## src/rtl/sb_pkg.sv

```systemverilog
// Package: shared constants and types for the scoreboard hazard controller.
// Assumes exactly five slots: integer, two multipliers, add, divide.
package sb_pkg;
    localparam int NUM_UNITS = 5;
    localparam int UNIT_W    = 3;
    localparam int CLASS_W   = 2;

    localparam logic [UNIT_W-1:0] UNIT_NONE = 3'd7;
    localparam logic [UNIT_W-1:0] SLOT_INT  = 3'd0;
    localparam logic [UNIT_W-1:0] SLOT_MUL1 = 3'd1;
    localparam logic [UNIT_W-1:0] SLOT_MUL2 = 3'd2;
    localparam logic [UNIT_W-1:0] SLOT_ADD  = 3'd3;
    localparam logic [UNIT_W-1:0] SLOT_DIV  = 3'd4;

    localparam logic [CLASS_W-1:0] CLS_INT = 2'd0;
    localparam logic [CLASS_W-1:0] CLS_MUL = 2'd1;
    localparam logic [CLASS_W-1:0] CLS_ADD = 2'd2;
    localparam logic [CLASS_W-1:0] CLS_DIV = 2'd3;

    // Life cycle of one slot.
    typedef enum logic [1:0] {
        PH_IDLE = 2'd0,
        PH_WAIT = 2'd1,
        PH_EXEC = 2'd2,
        PH_DONE = 2'd3
    } phase_t;
endpackage

```

## src/rtl/sb_reg_status.sv

```systemverilog
// Register result-owner table: one slot code per register, UNIT_NONE when free.
// Lookups return the view after this cycle's write, so issue sees post-write state.
// Assumes at most one write per cycle and that a register has at most one owner.
module sb_reg_status
    import sb_pkg::*;
#(
    parameter int REG_W = 5
) (
    input  logic              clk,
    input  logic              rst_n,
    input  logic              wr_fire,
    input  logic [REG_W-1:0]  wr_dst,
    input  logic              iss_fire,
    input  logic [REG_W-1:0]  iss_dst,
    input  logic [UNIT_W-1:0] iss_unit,
    input  logic [REG_W-1:0]  look_a,
    input  logic [REG_W-1:0]  look_b,
    input  logic [REG_W-1:0]  look_d,
    output logic [UNIT_W-1:0] owner_a,
    output logic [UNIT_W-1:0] owner_b,
    output logic              dst_pending
);
    localparam int NUM_REGS = 1 << REG_W;

    logic [UNIT_W-1:0] owner [NUM_REGS];

    // Post-write owner lookups for both sources and the destination.
    assign owner_a     = (wr_fire && wr_dst == look_a) ? UNIT_NONE : owner[look_a];
    assign owner_b     = (wr_fire && wr_dst == look_b) ? UNIT_NONE : owner[look_b];
    assign dst_pending = !(wr_fire && wr_dst == look_d) && (owner[look_d] != UNIT_NONE);

    // Release on write, then claim on issue (a claim of the same register wins).
    always_ff @(posedge clk) begin
        if (!rst_n) begin
            for (int r = 0; r < NUM_REGS; r++) owner[r] <= UNIT_NONE;
        end else begin
            if (wr_fire)  owner[wr_dst]  <= UNIT_NONE;
            if (iss_fire) owner[iss_dst] <= iss_unit;
        end
    end
endmodule

```

## src/rtl/sb_issue_sel.sv

```systemverilog
// Issue decision: picks the slot for the offered class and checks the
// structural and write-after-write conditions. Pure combinational.
// Assumes slot_busy already excludes the slot being written this cycle.
module sb_issue_sel
    import sb_pkg::*;
(
    input  logic                 iss_valid,
    input  logic [CLASS_W-1:0]   iss_class,
    input  logic [NUM_UNITS-1:0] slot_busy,
    input  logic                 dst_pending,
    output logic [UNIT_W-1:0]    slot,
    output logic                 accept
);
    // Map class to a free slot; the second multiplier is the fallback.
    always_comb begin
        unique case (iss_class)
            CLS_INT: slot = slot_busy[SLOT_INT] ? UNIT_NONE : SLOT_INT;
            CLS_MUL: slot = !slot_busy[SLOT_MUL1] ? SLOT_MUL1 :
                            (!slot_busy[SLOT_MUL2] ? SLOT_MUL2 : UNIT_NONE);
            CLS_ADD: slot = slot_busy[SLOT_ADD] ? UNIT_NONE : SLOT_ADD;
            CLS_DIV: slot = slot_busy[SLOT_DIV] ? UNIT_NONE : SLOT_DIV;
            default: slot = UNIT_NONE;
        endcase
    end

    // Accept only with a free slot and no other writer of the destination.
    assign accept = iss_valid && (slot != UNIT_NONE) && !dst_pending;
endmodule

```

## src/rtl/sb_unit_table.sv

```systemverilog
// Per-slot status records: phase, operation, destination, sources,
// producing slots and ready flags. Generates one record per slot.
// Assumes an issue only targets a slot that is free after this cycle's write.
module sb_unit_table
    import sb_pkg::*;
#(
    parameter int REG_W = 5,
    parameter int OP_W  = 4
) (
    input  logic                            clk,
    input  logic                            rst_n,
    input  logic                            iss_fire,
    input  logic [UNIT_W-1:0]               iss_unit,
    input  logic [OP_W-1:0]                 iss_op,
    input  logic [REG_W-1:0]                iss_dst,
    input  logic [REG_W-1:0]                iss_src1,
    input  logic [REG_W-1:0]                iss_src2,
    input  logic [UNIT_W-1:0]               iss_qj,
    input  logic [UNIT_W-1:0]               iss_qk,
    input  logic [NUM_UNITS-1:0]            exec_done,
    input  logic                            wr_fire,
    input  logic [UNIT_W-1:0]               wr_unit,
    output logic [NUM_UNITS-1:0]            busy,
    output logic [NUM_UNITS-1:0]            rd_grant,
    output logic [NUM_UNITS-1:0]            done,
    output logic [NUM_UNITS-1:0]            rj,
    output logic [NUM_UNITS-1:0]            rk,
    output logic [NUM_UNITS-1:0][REG_W-1:0] fi,
    output logic [NUM_UNITS-1:0][REG_W-1:0] fj,
    output logic [NUM_UNITS-1:0][REG_W-1:0] fk,
    output logic [NUM_UNITS-1:0][OP_W-1:0]  op
);
    for (genvar u = 0; u < NUM_UNITS; u++) begin : g_slot
        localparam logic [UNIT_W-1:0] MY_CODE = UNIT_W'(u);

        phase_t            ph;
        logic [OP_W-1:0]   op_q;
        logic [REG_W-1:0]  fi_q, fj_q, fk_q;
        logic [UNIT_W-1:0] qj_q, qk_q;
        logic              rj_q, rk_q;
        logic              take_iss, take_wr, grant;

        assign take_iss = iss_fire && (iss_unit == MY_CODE);
        assign take_wr  = wr_fire && (wr_unit == MY_CODE);
        assign grant    = (ph == PH_WAIT) && rj_q && rk_q;

        // Advance the slot record: write release, wake-up, read, finish, issue.
        always_ff @(posedge clk) begin
            if (!rst_n) begin
                ph   <= PH_IDLE;
                op_q <= '0;
                fi_q <= '0;
                fj_q <= '0;
                fk_q <= '0;
                qj_q <= UNIT_NONE;
                qk_q <= UNIT_NONE;
                rj_q <= 1'b0;
                rk_q <= 1'b0;
            end else begin
                if (take_wr) begin
                    ph   <= PH_IDLE;
                    qj_q <= UNIT_NONE;
                    qk_q <= UNIT_NONE;
                    rj_q <= 1'b0;
                    rk_q <= 1'b0;
                end else begin
                    if (wr_fire && qj_q == wr_unit) begin
                        qj_q <= UNIT_NONE;
                        rj_q <= 1'b1;
                    end
                    if (wr_fire && qk_q == wr_unit) begin
                        qk_q <= UNIT_NONE;
                        rk_q <= 1'b1;
                    end
                    if (grant) begin
                        rj_q <= 1'b0;
                        rk_q <= 1'b0;
                        ph   <= PH_EXEC;
                    end else if (ph == PH_EXEC && exec_done[u]) begin
                        ph <= PH_DONE;
                    end
                end
                if (take_iss) begin
                    ph   <= PH_WAIT;
                    op_q <= iss_op;
                    fi_q <= iss_dst;
                    fj_q <= iss_src1;
                    fk_q <= iss_src2;
                    qj_q <= iss_qj;
                    qk_q <= iss_qk;
                    rj_q <= (iss_qj == UNIT_NONE);
                    rk_q <= (iss_qk == UNIT_NONE);
                end
            end
        end

        assign busy[u]     = (ph != PH_IDLE);
        assign rd_grant[u] = grant;
        assign done[u]     = (ph == PH_DONE);
        assign rj[u]       = rj_q;
        assign rk[u]       = rk_q;
        assign fi[u]       = fi_q;
        assign fj[u]       = fj_q;
        assign fk[u]       = fk_q;
        assign op[u]       = op_q;
    end
endmodule

```

## src/rtl/sb_write_arb.sv

```systemverilog
// Result-write arbiter: a finished slot is eligible when no other busy slot
// still has a ready, unread source naming its destination; the lowest
// eligible slot wins the single write port. Pure combinational.
module sb_write_arb
    import sb_pkg::*;
#(
    parameter int REG_W = 5
) (
    input  logic [NUM_UNITS-1:0]            done,
    input  logic [NUM_UNITS-1:0]            busy,
    input  logic [NUM_UNITS-1:0]            rj,
    input  logic [NUM_UNITS-1:0]            rk,
    input  logic [NUM_UNITS-1:0][REG_W-1:0] fi,
    input  logic [NUM_UNITS-1:0][REG_W-1:0] fj,
    input  logic [NUM_UNITS-1:0][REG_W-1:0] fk,
    output logic [NUM_UNITS-1:0]            wr_grant,
    output logic                            wr_fire,
    output logic [UNIT_W-1:0]               wr_unit,
    output logic [REG_W-1:0]                wr_dst
);
    logic [NUM_UNITS-1:0] eligible;

    // Write-after-read screen for every finished slot.
    always_comb begin
        for (int u = 0; u < NUM_UNITS; u++) begin
            eligible[u] = done[u];
            for (int v = 0; v < NUM_UNITS; v++) begin
                if (v != u && busy[v] &&
                    ((rj[v] && fj[v] == fi[u]) || (rk[v] && fk[v] == fi[u])))
                    eligible[u] = 1'b0;
            end
        end
    end

    // Fixed priority: scanning downward leaves the lowest eligible slot.
    always_comb begin
        wr_grant = '0;
        wr_unit  = UNIT_NONE;
        wr_dst   = '0;
        for (int u = NUM_UNITS - 1; u >= 0; u--) begin
            if (eligible[u]) begin
                wr_grant = NUM_UNITS'(1) << u;
                wr_unit  = UNIT_W'(u);
                wr_dst   = fi[u];
            end
        end
    end

    assign wr_fire = |eligible;
endmodule

```

## src/rtl/sb_hazard_ctrl.sv

```systemverilog
// Top of the scoreboard hazard controller: wires the issue selector,
// register owner table, slot records and write arbiter together.
// Assumes one offered instruction per cycle, held by the source until accepted,
// and one-cycle exec_done pulses from the functional units.
module sb_hazard_ctrl
    import sb_pkg::*;
#(
    parameter int REG_W = 5,
    parameter int OP_W  = 4
) (
    input  logic                        clk,
    input  logic                        rst_n,
    input  logic                        iss_valid,
    input  logic [OP_W-1:0]             iss_op,
    input  logic [REG_W-1:0]            iss_dst,
    input  logic [REG_W-1:0]            iss_src1,
    input  logic [REG_W-1:0]            iss_src2,
    input  logic [1:0]                  iss_class,
    output logic                        iss_accept,
    output logic [2:0]                  iss_unit,
    output logic [4:0]                  rd_grant,
    input  logic [4:0]                  exec_done,
    output logic [4:0]                  wr_grant,
    output logic [REG_W-1:0]            wr_dst,
    output logic [5*OP_W-1:0]           unit_op
);
    logic [NUM_UNITS-1:0]            busy, done, rj, rk, slot_busy;
    logic [NUM_UNITS-1:0][REG_W-1:0] fi, fj, fk;
    logic [NUM_UNITS-1:0][OP_W-1:0]  op_arr;
    logic                            wr_fire, dst_pending;
    logic [UNIT_W-1:0]               wr_unit, slot, owner_a, owner_b;

    // A slot being written this cycle is free for the issuing instruction.
    assign slot_busy = busy & ~wr_grant;
    assign iss_unit  = slot;
    assign unit_op   = op_arr;

    sb_issue_sel u_issue (
        .iss_valid   (iss_valid),
        .iss_class   (iss_class),
        .slot_busy   (slot_busy),
        .dst_pending (dst_pending),
        .slot        (slot),
        .accept      (iss_accept)
    );

    sb_reg_status #(.REG_W(REG_W)) u_regs (
        .clk         (clk),
        .rst_n       (rst_n),
        .wr_fire     (wr_fire),
        .wr_dst      (wr_dst),
        .iss_fire    (iss_accept),
        .iss_dst     (iss_dst),
        .iss_unit    (slot),
        .look_a      (iss_src1),
        .look_b      (iss_src2),
        .look_d      (iss_dst),
        .owner_a     (owner_a),
        .owner_b     (owner_b),
        .dst_pending (dst_pending)
    );

    sb_unit_table #(.REG_W(REG_W), .OP_W(OP_W)) u_units (
        .clk       (clk),
        .rst_n     (rst_n),
        .iss_fire  (iss_accept),
        .iss_unit  (slot),
        .iss_op    (iss_op),
        .iss_dst   (iss_dst),
        .iss_src1  (iss_src1),
        .iss_src2  (iss_src2),
        .iss_qj    (owner_a),
        .iss_qk    (owner_b),
        .exec_done (exec_done),
        .wr_fire   (wr_fire),
        .wr_unit   (wr_unit),
        .busy      (busy),
        .rd_grant  (rd_grant),
        .done      (done),
        .rj        (rj),
        .rk        (rk),
        .fi        (fi),
        .fj        (fj),
        .fk        (fk),
        .op        (op_arr)
    );

    sb_write_arb #(.REG_W(REG_W)) u_warb (
        .done     (done),
        .busy     (busy),
        .rj       (rj),
        .rk       (rk),
        .fi       (fi),
        .fj       (fj),
        .fk       (fk),
        .wr_grant (wr_grant),
        .wr_fire  (wr_fire),
        .wr_unit  (wr_unit),
        .wr_dst   (wr_dst)
    );
endmodule

```

## config.mk

```make
export PLATFORM = sky130hd
export DESIGN_NAME = sb_hazard_ctrl
export DESIGN_NICKNAME = d
export VERILOG_FILES = /design/src/rtl/sb_pkg.sv /design/src/rtl/sb_reg_status.sv /design/src/rtl/sb_issue_sel.sv /design/src/rtl/sb_unit_table.sv /design/src/rtl/sb_write_arb.sv /design/src/rtl/sb_hazard_ctrl.sv
export SDC_FILE = /design/constraint.sdc
export NUM_CORES = 1
export LEC_CHECK = 0
export BUFFER_PORTS_ARGS = -buffer_cell sky130_fd_sc_hd__buf_2
export CORE_UTILIZATION = 40
export DETAILED_ROUTE_END_ITERATION = 10
export GPL_TIMING_DRIVEN = 1
export PLACE_DENSITY = 0.63
export SLEW_MARGIN = 5
export SYNTH_ARGS = -nofsm -noshare
export SYNTH_HDL_FRONTEND = slang
export SYNTH_SLANG_ARGS = --single-unit
```

## constraint.sdc

```tcl
create_clock -name clk -period 6.2 [get_ports clk]
set_input_delay 1.24 -clock clk [delete_from_list [all_inputs] [get_ports clk]]
set_output_delay 1.24 -clock clk [all_outputs]
set_load 0.1 [all_outputs]
```

## Word level (Yosys, flattened, before mapping)

Memories as Yosys holds them, arrays and structs flattened.
Cells that the tools add are included.

| storage, ports and cells | value |
|---|---|
| bits in registers | 145 |
| bits in writable memories | 96 |
| memories | 1 |

| operators by class | value |
|---|---|
| eq/ne operators | 83 |
| mux-type cells | 146 |
| bitwise logic cells | 3 |
| reductions and logical operators | 169 |

Memories:

| memory | words | bits a word | rd ports | clocked after memory_dff | write ports | RTL line | RTL |
|---|---|---|---|---|---|---|---|
| u_regs.owner | 32 | 3 | 3 | 0 | 32 | sb_reg_status.sv:25 | `logic [UNIT_W-1:0] owner [NUM_REGS];` |

Operators with widths:

| cell | count |
|---|---|
| 5-bit equality test | 43 |
| 3-bit 2-to-1 mux | 42 |
| 1-bit logical AND | 101 |
| 1-bit 2-to-1 mux | 79 |
| 5-bit 2-to-1 mux | 12 |
| 4-bit nonzero test | 15 |
| 3-bit equality test | 10 |
| 3-bit nonzero test | 10 |
| 2-bit equality test, second input constant | 12 |
| 2-bit 2-to-1 mux | 12 |
| 3-bit OR reduction | 7 |
| 1-bit logical OR | 20 |
| 2-bit nonzero test | 10 |
| 2-bit by 1-bit equality test with 1-bit output, second input constant | 6 |
| 3-bit by 2-bit equality test with 1-bit output, second input constant | 4 |
| 3-bit equality test, second input constant | 4 |
| 3-bit one-hot mux with 4 select lines | 1 |
| 3-bit by 1-bit equality test with 1-bit output, second input constant | 2 |
| 3-bit zero test | 2 |
| 3-bit != test, second input constant | 2 |
| 5-bit bitwise AND | 1 |
| 5-bit NOT | 1 |
| 5-bit OR reduction | 1 |
| 1-bit zero test | 2 |
| other kinds (2) | 2 |

## Logic depth before layout (Yosys ltp)

| depth | value |
|---|---|
| depth after elaboration | 26 |
| depth in mapped cells | 18 |
| depth with buffers taken out | 14 |

## By module

A second synthesis with hierarchy kept.

| second synthesis, totals | value |
|---|---|
| cells, all modules | 1,609 |
| area total of the unflattened synthesis | 15,476.1 um2 |

By module, submodules not included:

| module | times used | cells an instance | area an instance (um2) |
|---|---|---|---|
| sb_reg_status | 1 | 544 | 6,343.6 |
| sb_unit_table | 1 | 655 | 6,053.3 |
| sb_write_arb | 1 | 390 | 2,917.8 |
| sb_issue_sel | 1 | 15 | 92.6 |
| sb_hazard_ctrl | 1 | 5 | 68.8 |

## Worst setup path after synthesis

No wires, ideal clock.

| path | value |
|---|---|
| path type | register to output |
| from | register u_units.g_slot[0].fi_q[4] |
| to | output port iss_accept |
| data arrival time | 5.267 ns |
| required time | 4.960 ns |
| slack | -0.307 ns |
| stages on the path, launching flop included | 13 |
| buffers on the path | 4 |
| cells stage by stage | dfxtp_1 -> buf_4 -> xor2_1 -> or4_1 -> o2111ai_4 -> inv_2 -> nor4_2 -> o211a_1 -> buf_2 -> nor2_1 -> nor3_2 -> buf_2 -> buf_2 |

| between the ends | value |
|---|---|
| elaborated cells on any way between the ends | 47 |

RTL lines:

| what | RTL line | RTL |
|---|---|---|
| from (decl) | sb_unit_table.sv:38 | `logic [REG_W-1:0] fi_q, fj_q, fk_q;` |
| from (signal assigned) | sb_unit_table.sv:86 | `fi_q <= iss_dst;` |
| 5-bit equality test | sb_write_arb.sv:29 | `((rj[v] && fj[v] == fi[u]) \|\| (rk[v] && fk[v] == fi[u])))` |
| 1-bit logical AND | sb_write_arb.sv:29 |  |
| 1-bit logical OR | sb_write_arb.sv:29 |  |
| 1-bit logical AND | sb_write_arb.sv:28 | `if (v != u && busy[v] &&` |
| 1-bit 2-to-1 mux (3 in a row) | sb_write_arb.sv:28 |  |
| 1-bit 2-to-1 mux * | sb_write_arb.sv:28 |  |
| 5-bit 2-to-1 mux * | sb_write_arb.sv:41 | `if (eligible[u]) begin` |
| net wr_grant[0] | sb_hazard_ctrl.sv:23 | `output logic [4:0] wr_grant,` |
| 5-bit NOT * | sb_hazard_ctrl.sv:34 | `assign slot_busy = busy & ~wr_grant;` |
| 5-bit bitwise AND * | sb_hazard_ctrl.sv:34 |  |
| 3-bit 2-to-1 mux * | sb_issue_sel.sv:17 | `CLS_INT: slot = slot_busy[SLOT_INT] ? UNIT_NONE : SLOT_INT;` |
| 3-bit one-hot mux with 4 select lines * | sb_issue_sel.sv:16 | `unique case (iss_class)` |
| 3-bit != test * | sb_issue_sel.sv:27 | `assign accept = iss_valid && (slot != UNIT_NONE) && !dst_pending;` |
| 1-bit logical AND * (2 in a row) | sb_issue_sel.sv:27 |  |
| to (decl) | sb_hazard_ctrl.sv:19 | `output logic iss_accept,` |

Mark *: on every way through the listed nets, which the timed path passes. The rest lies on a longest branch.

## Final worst setup path

| path | value |
|---|---|
| from | register u_units.g_slot[2].fi_q[0] |
| to | output port iss_accept |

| between the ends | value |
|---|---|
| word-level cells in the longest chain between the ends | 19 |
| elaborated cells on any way between the ends | 51 |

Ends and longest elaborated chain:

| what | RTL line | RTL |
|---|---|---|
| from (decl) | sb_unit_table.sv:38 |  |
| from (signal assigned) | sb_unit_table.sv:86 |  |
| 5-bit equality test | sb_write_arb.sv:29 |  |
| 1-bit logical AND | sb_write_arb.sv:29 |  |
| 1-bit logical OR | sb_write_arb.sv:29 |  |
| 1-bit logical AND | sb_write_arb.sv:28 |  |
| 1-bit 2-to-1 mux (4 in a row) | sb_write_arb.sv:28 |  |
| 5-bit 2-to-1 mux (3 in a row) | sb_write_arb.sv:41 |  |
| 5-bit NOT | sb_hazard_ctrl.sv:34 |  |
| 5-bit bitwise AND | sb_hazard_ctrl.sv:34 |  |
| 3-bit 2-to-1 mux | sb_issue_sel.sv:19 | `(!slot_busy[SLOT_MUL2] ? SLOT_MUL2 : UNIT_NONE);` |
| 3-bit 2-to-1 mux | sb_issue_sel.sv:18 | `CLS_MUL: slot = !slot_busy[SLOT_MUL1] ? SLOT_MUL1 :` |
| 3-bit one-hot mux with 4 select lines | sb_issue_sel.sv:16 |  |
| 3-bit != test | sb_issue_sel.sv:27 |  |
| 1-bit logical AND | sb_issue_sel.sv:27 |  |
| 1-bit logical AND * | sb_issue_sel.sv:27 |  |

Every way passes the cells marked *; elsewhere a longest branch is shown, timed or not.

==> flow_metrics.env <==
export IMPL_status="complete, no violations"
export IMPL_wl_met2_um=24700
export IMPL_fill_cells=3835
export IMPL_synth_top_family_by_area="multiplexers"
export IMPL_r2r_end="u_regs.owner[15][1]$_SDFFCE_PN1P_"
export IMPL_cts_tree="yes"
export IMPL_htree_num_levels=1
export IMPL_r2r_worst_path_cells=13
export IMPL_grt_pass1_wl_um=79100
export IMPL_drtIter0Drc=1439
export IMPL_vdd_ir_drop_max_mv=0.214
export IMPL_cp_data_arrival_time_ns=4.70
export IMPL_relSlewSlack=0.198
export IMPL_synthCells=1607
export IMPL_synth_area_um2=16500
export IMPL_synth_cell_type_count=75
export IMPL_nets=1564
export IMPL_final_area_um2=17800
export IMPL_synth_ff_type="dfxtp_1"
export IMPL_hold_path_class="reg -> reg"
export IMPL_placed_cell_area_um2=16900
export IMPL_wl_met1_um=20700
export IMPL_synth_seq_cells=241
export IMPL_post_cts_setup_buffers=0
export IMPL_via_count=13000
export IMPL_yosys_warnings=0
export IMPL_drive_above_1_share=0.177
export IMPL_grtUsageTotal=0.250
export IMPL_dr_max_layer_used="met4"
export IMPL_setup_violations=0
export IMPL_seq_area_frac_synth=0.350
export IMPL_hp_start="u_units.g_slot[1].op_q[3]$_SDFFE_PN0P_"
export IMPL_first_pass_iters=5
export IMPL_clock_skew_ns=0.0501
export IMPL_crit_type="reg -> out"
export IMPL_cp_max_fo=10
export IMPL_leakagePower_nw=6.39
export IMPL_wl_met3_um=5580
export IMPL_antenna_found_initial=0
export IMPL_clock_latency_ns=0.61
export IMPL_final_cell_mix="xnor2_1 (154), dfxtp_1 (145), nand4_1 (136)"
export IMPL_gp_congestion=1.01
export IMPL_synth_xor_area_frac=0.124
export IMPL_cts_sinks=241
export IMPL_synth_avg_cell_area_um2=10.3
export IMPL_drv_cap=0
export IMPL_clkTransAtPathRegs_ns=0.06
export IMPL_tightest_slew_ns=1.20
export IMPL_antenna_left=0
export IMPL_drc=0
export IMPL_rrSetupSlack_ns=1.06
export IMPL_antenna_cells=0
export IMPL_clock_fmax_mhz=168
export IMPL_routed_wl_um=53000
export IMPL_core_region_area_um2=40800
export IMPL_syn2layout_area_growth_pct=7.87
export IMPL_cts_path_max_buffers=3
export IMPL_whs_path_depth=2
export IMPL_dieArea_um2=42200
export IMPL_num_rows=74
export IMPL_worst_setup_path_start_kind="flip-flop"
export IMPL_rsz0062_at_grt="no"
export IMPL_io_buffer_count=67
export IMPL_grt_pass1_vias=12500
export IMPL_synthSimpleGateAreaFrac=0.178
export IMPL_finalCriticalPeriod_ns=5.94
export IMPL_synthMuxAreaShare=0.186
export IMPL_setup_tns_final_ns=0
export IMPL_synthAdderAreaFrac=0
export IMPL_routedWlPerCell_um=25.4
export IMPL_die_w_um=205
export IMPL_synth_fp_nets=1636
export IMPL_initial_core_util=0.405
export IMPL_async_flop_share=0
export IMPL_hold_buffers=0
export IMPL_r2r_start="u_units.g_slot[2].fi_q[0]$_SDFFE_PN0P_"
export IMPL_finalMaxSlewViolations=0
export IMPL_grt_max_degree=129
export IMPL_gr_total_overflow=0
export IMPL_hold_violations=0
export IMPL_numCtsBuffers=29
export IMPL_endpoint_kind="primary output"
export IMPL_synth_edff_count=96
export IMPL_power_density_nw_per_um2=218
export IMPL_worstPathRequired_ns=4.96
export IMPL_dp_hpwl_um=36500
export IMPL_ioPinCount=68
export IMPL_die_height_um=205
export IMPL_root_buffer="clkbuf_16"
export IMPL_via_per_inst=6.24
export IMPL_cts_resized=0
export IMPL_synth_compound_area_frac=0.0905
export IMPL_hold_slack_ns=0.509
export IMPL_fin_crit_sh=0.958
export IMPL_whs_endpoint="u_units.g_slot[1].op_q[3]$_SDFFE_PN0P_"
export IMPL_final_common_cell="xnor2_1"
-- how the worst max path moves through the flow --
stage | cells past startpoint | start | to | slack, ns
final | 12 | u_units.g_slot[2].fi_q[0]$_SDFFE_PN0P_ | iss_accept | 0.26
after global routing | 12 | u_units.g_slot[2].fi_q[4]$_SDFFE_PN0P_ | iss_accept | 0.05
after CTS | 12 | u_units.g_slot[1].fi_q[0]$_SDFFE_PN0P_ | iss_accept | 0.25
after detailed placement | 12 | u_units.g_slot[1].fi_q[0]$_SDFFE_PN0P_ | iss_accept | 0.85
after global placement | 12 | u_units.g_slot[1].fi_q[0]$_SDFFE_PN0P_ | iss_accept | 0.95
after floorplan | 14 | u_units.g_slot[0].fi_q[4]$_SDFFE_PN0P_ | iss_accept | 0.11
-- metal layers --
metal,GRT usage,vias to the layer above
met2,0.398,800
li1,-,5720
met4,0.108,0
met3,0.0436,143
met5,0,-
met1,0.334,6367
-- cells by family after synthesis --
group           Yosys count
mux                     202
compound gates          201
simple gates            498
buf+inv                 231
xor+xnor                234
flops                   241
-- critical path: stages, from the launching register on --
cell and delay (ns):
dfxtp_1 0.74, xnor2_1 0.12, nand4_1 0.15, o211ai_2 0.08
or3_4 0.43, a211o_1 0.37, nor3_4 0.60, a221oi_4 0.24
xnor2_1 0.23, and4_1 0.43, a21oi_1 0.16, nor3_4 0.32
buf_12 0.23
-- cell type report --
cell class | instances | area [um2] | share of cell area
sequential | 241 | 5790 | 0.324
tap | 532 | 666 | 0.0373
clock buffer | 34 | 785 | 0.0440
inverter | 23 | 86.3 | 0.00484
clock inverter | 19 | 189 | 0.0106
timing repair buffer | 105 | 676 | 0.0379
multi-input combinational | 1135 | 9660 | 0.541
-- sequential cells by signal, summed over array words and instances (netlist names) --
register             count
u_units.g_slot.rj_q      5
u_units.g_slot.fk_q     25
u_units.g_slot.qk_q     15
u_units.g_slot.fj_q     25
u_units.g_slot.qj_q     15
u_units.g_slot.op_q     20
u_units.g_slot.ph       10
u_units.g_slot.rk_q      5
u_units.g_slot.fi_q     25
u_regs.owner            96
-- Yosys cell counts (18+ instances only) --
| cell | count | area [um2] |
|---|---|---|
| a31o_1 | 32 | 280 |
| buf_2 | 78 | 390 |
| buf_4 | 33 | 248 |
| clkbuf_1 | 71 | 267 |
| dfxtp_1 | 145 | 2900 |
| edfxtp_1 | 96 | 2880 |
| inv_1 | 19 | 71.3 |
| mux2i_1 | 117 | 1170 |
| mux4_2 | 84 | 1890 |
| nand2_1 | 54 | 203 |
| nand3b_1 | 18 | 135 |
| nand4_1 | 136 | 851 |
| nor2_1 | 51 | 191 |
| nor2b_1 | 106 | 663 |
| nor3_1 | 19 | 95.1 |
| nor4_1 | 20 | 125 |
| o21a_1 | 22 | 165 |
| o21ai_0 | 44 | 220 |
| xnor2_1 | 154 | 1350 |
| xor2_1 | 80 | 701 |
-- metrics by stage --
stage                      util  cells  setup WS [ns]  total power (W)
after floorplan               -   1607          0.105          0.00205
after global placement    0.413   2036          0.952          0.00216
after detailed placement  0.413   2036          0.852          0.00217
after CTS                 0.437   2089          0.247          0.00391
after global routing      0.437   2089         0.0463          0.00401
final                     0.437   2089          0.258          0.00389
-- report_power, final --
part / total (W) / internal, W / switching (W)
clock: 0.00175 / 0.00103 / 0.000722
combinational: 0.000442 / 0.000145 / 0.000297
sequential: 0.00170 / 0.00166 / 0.0000372
No activity file was read; power rests on OpenSTA's default activity.
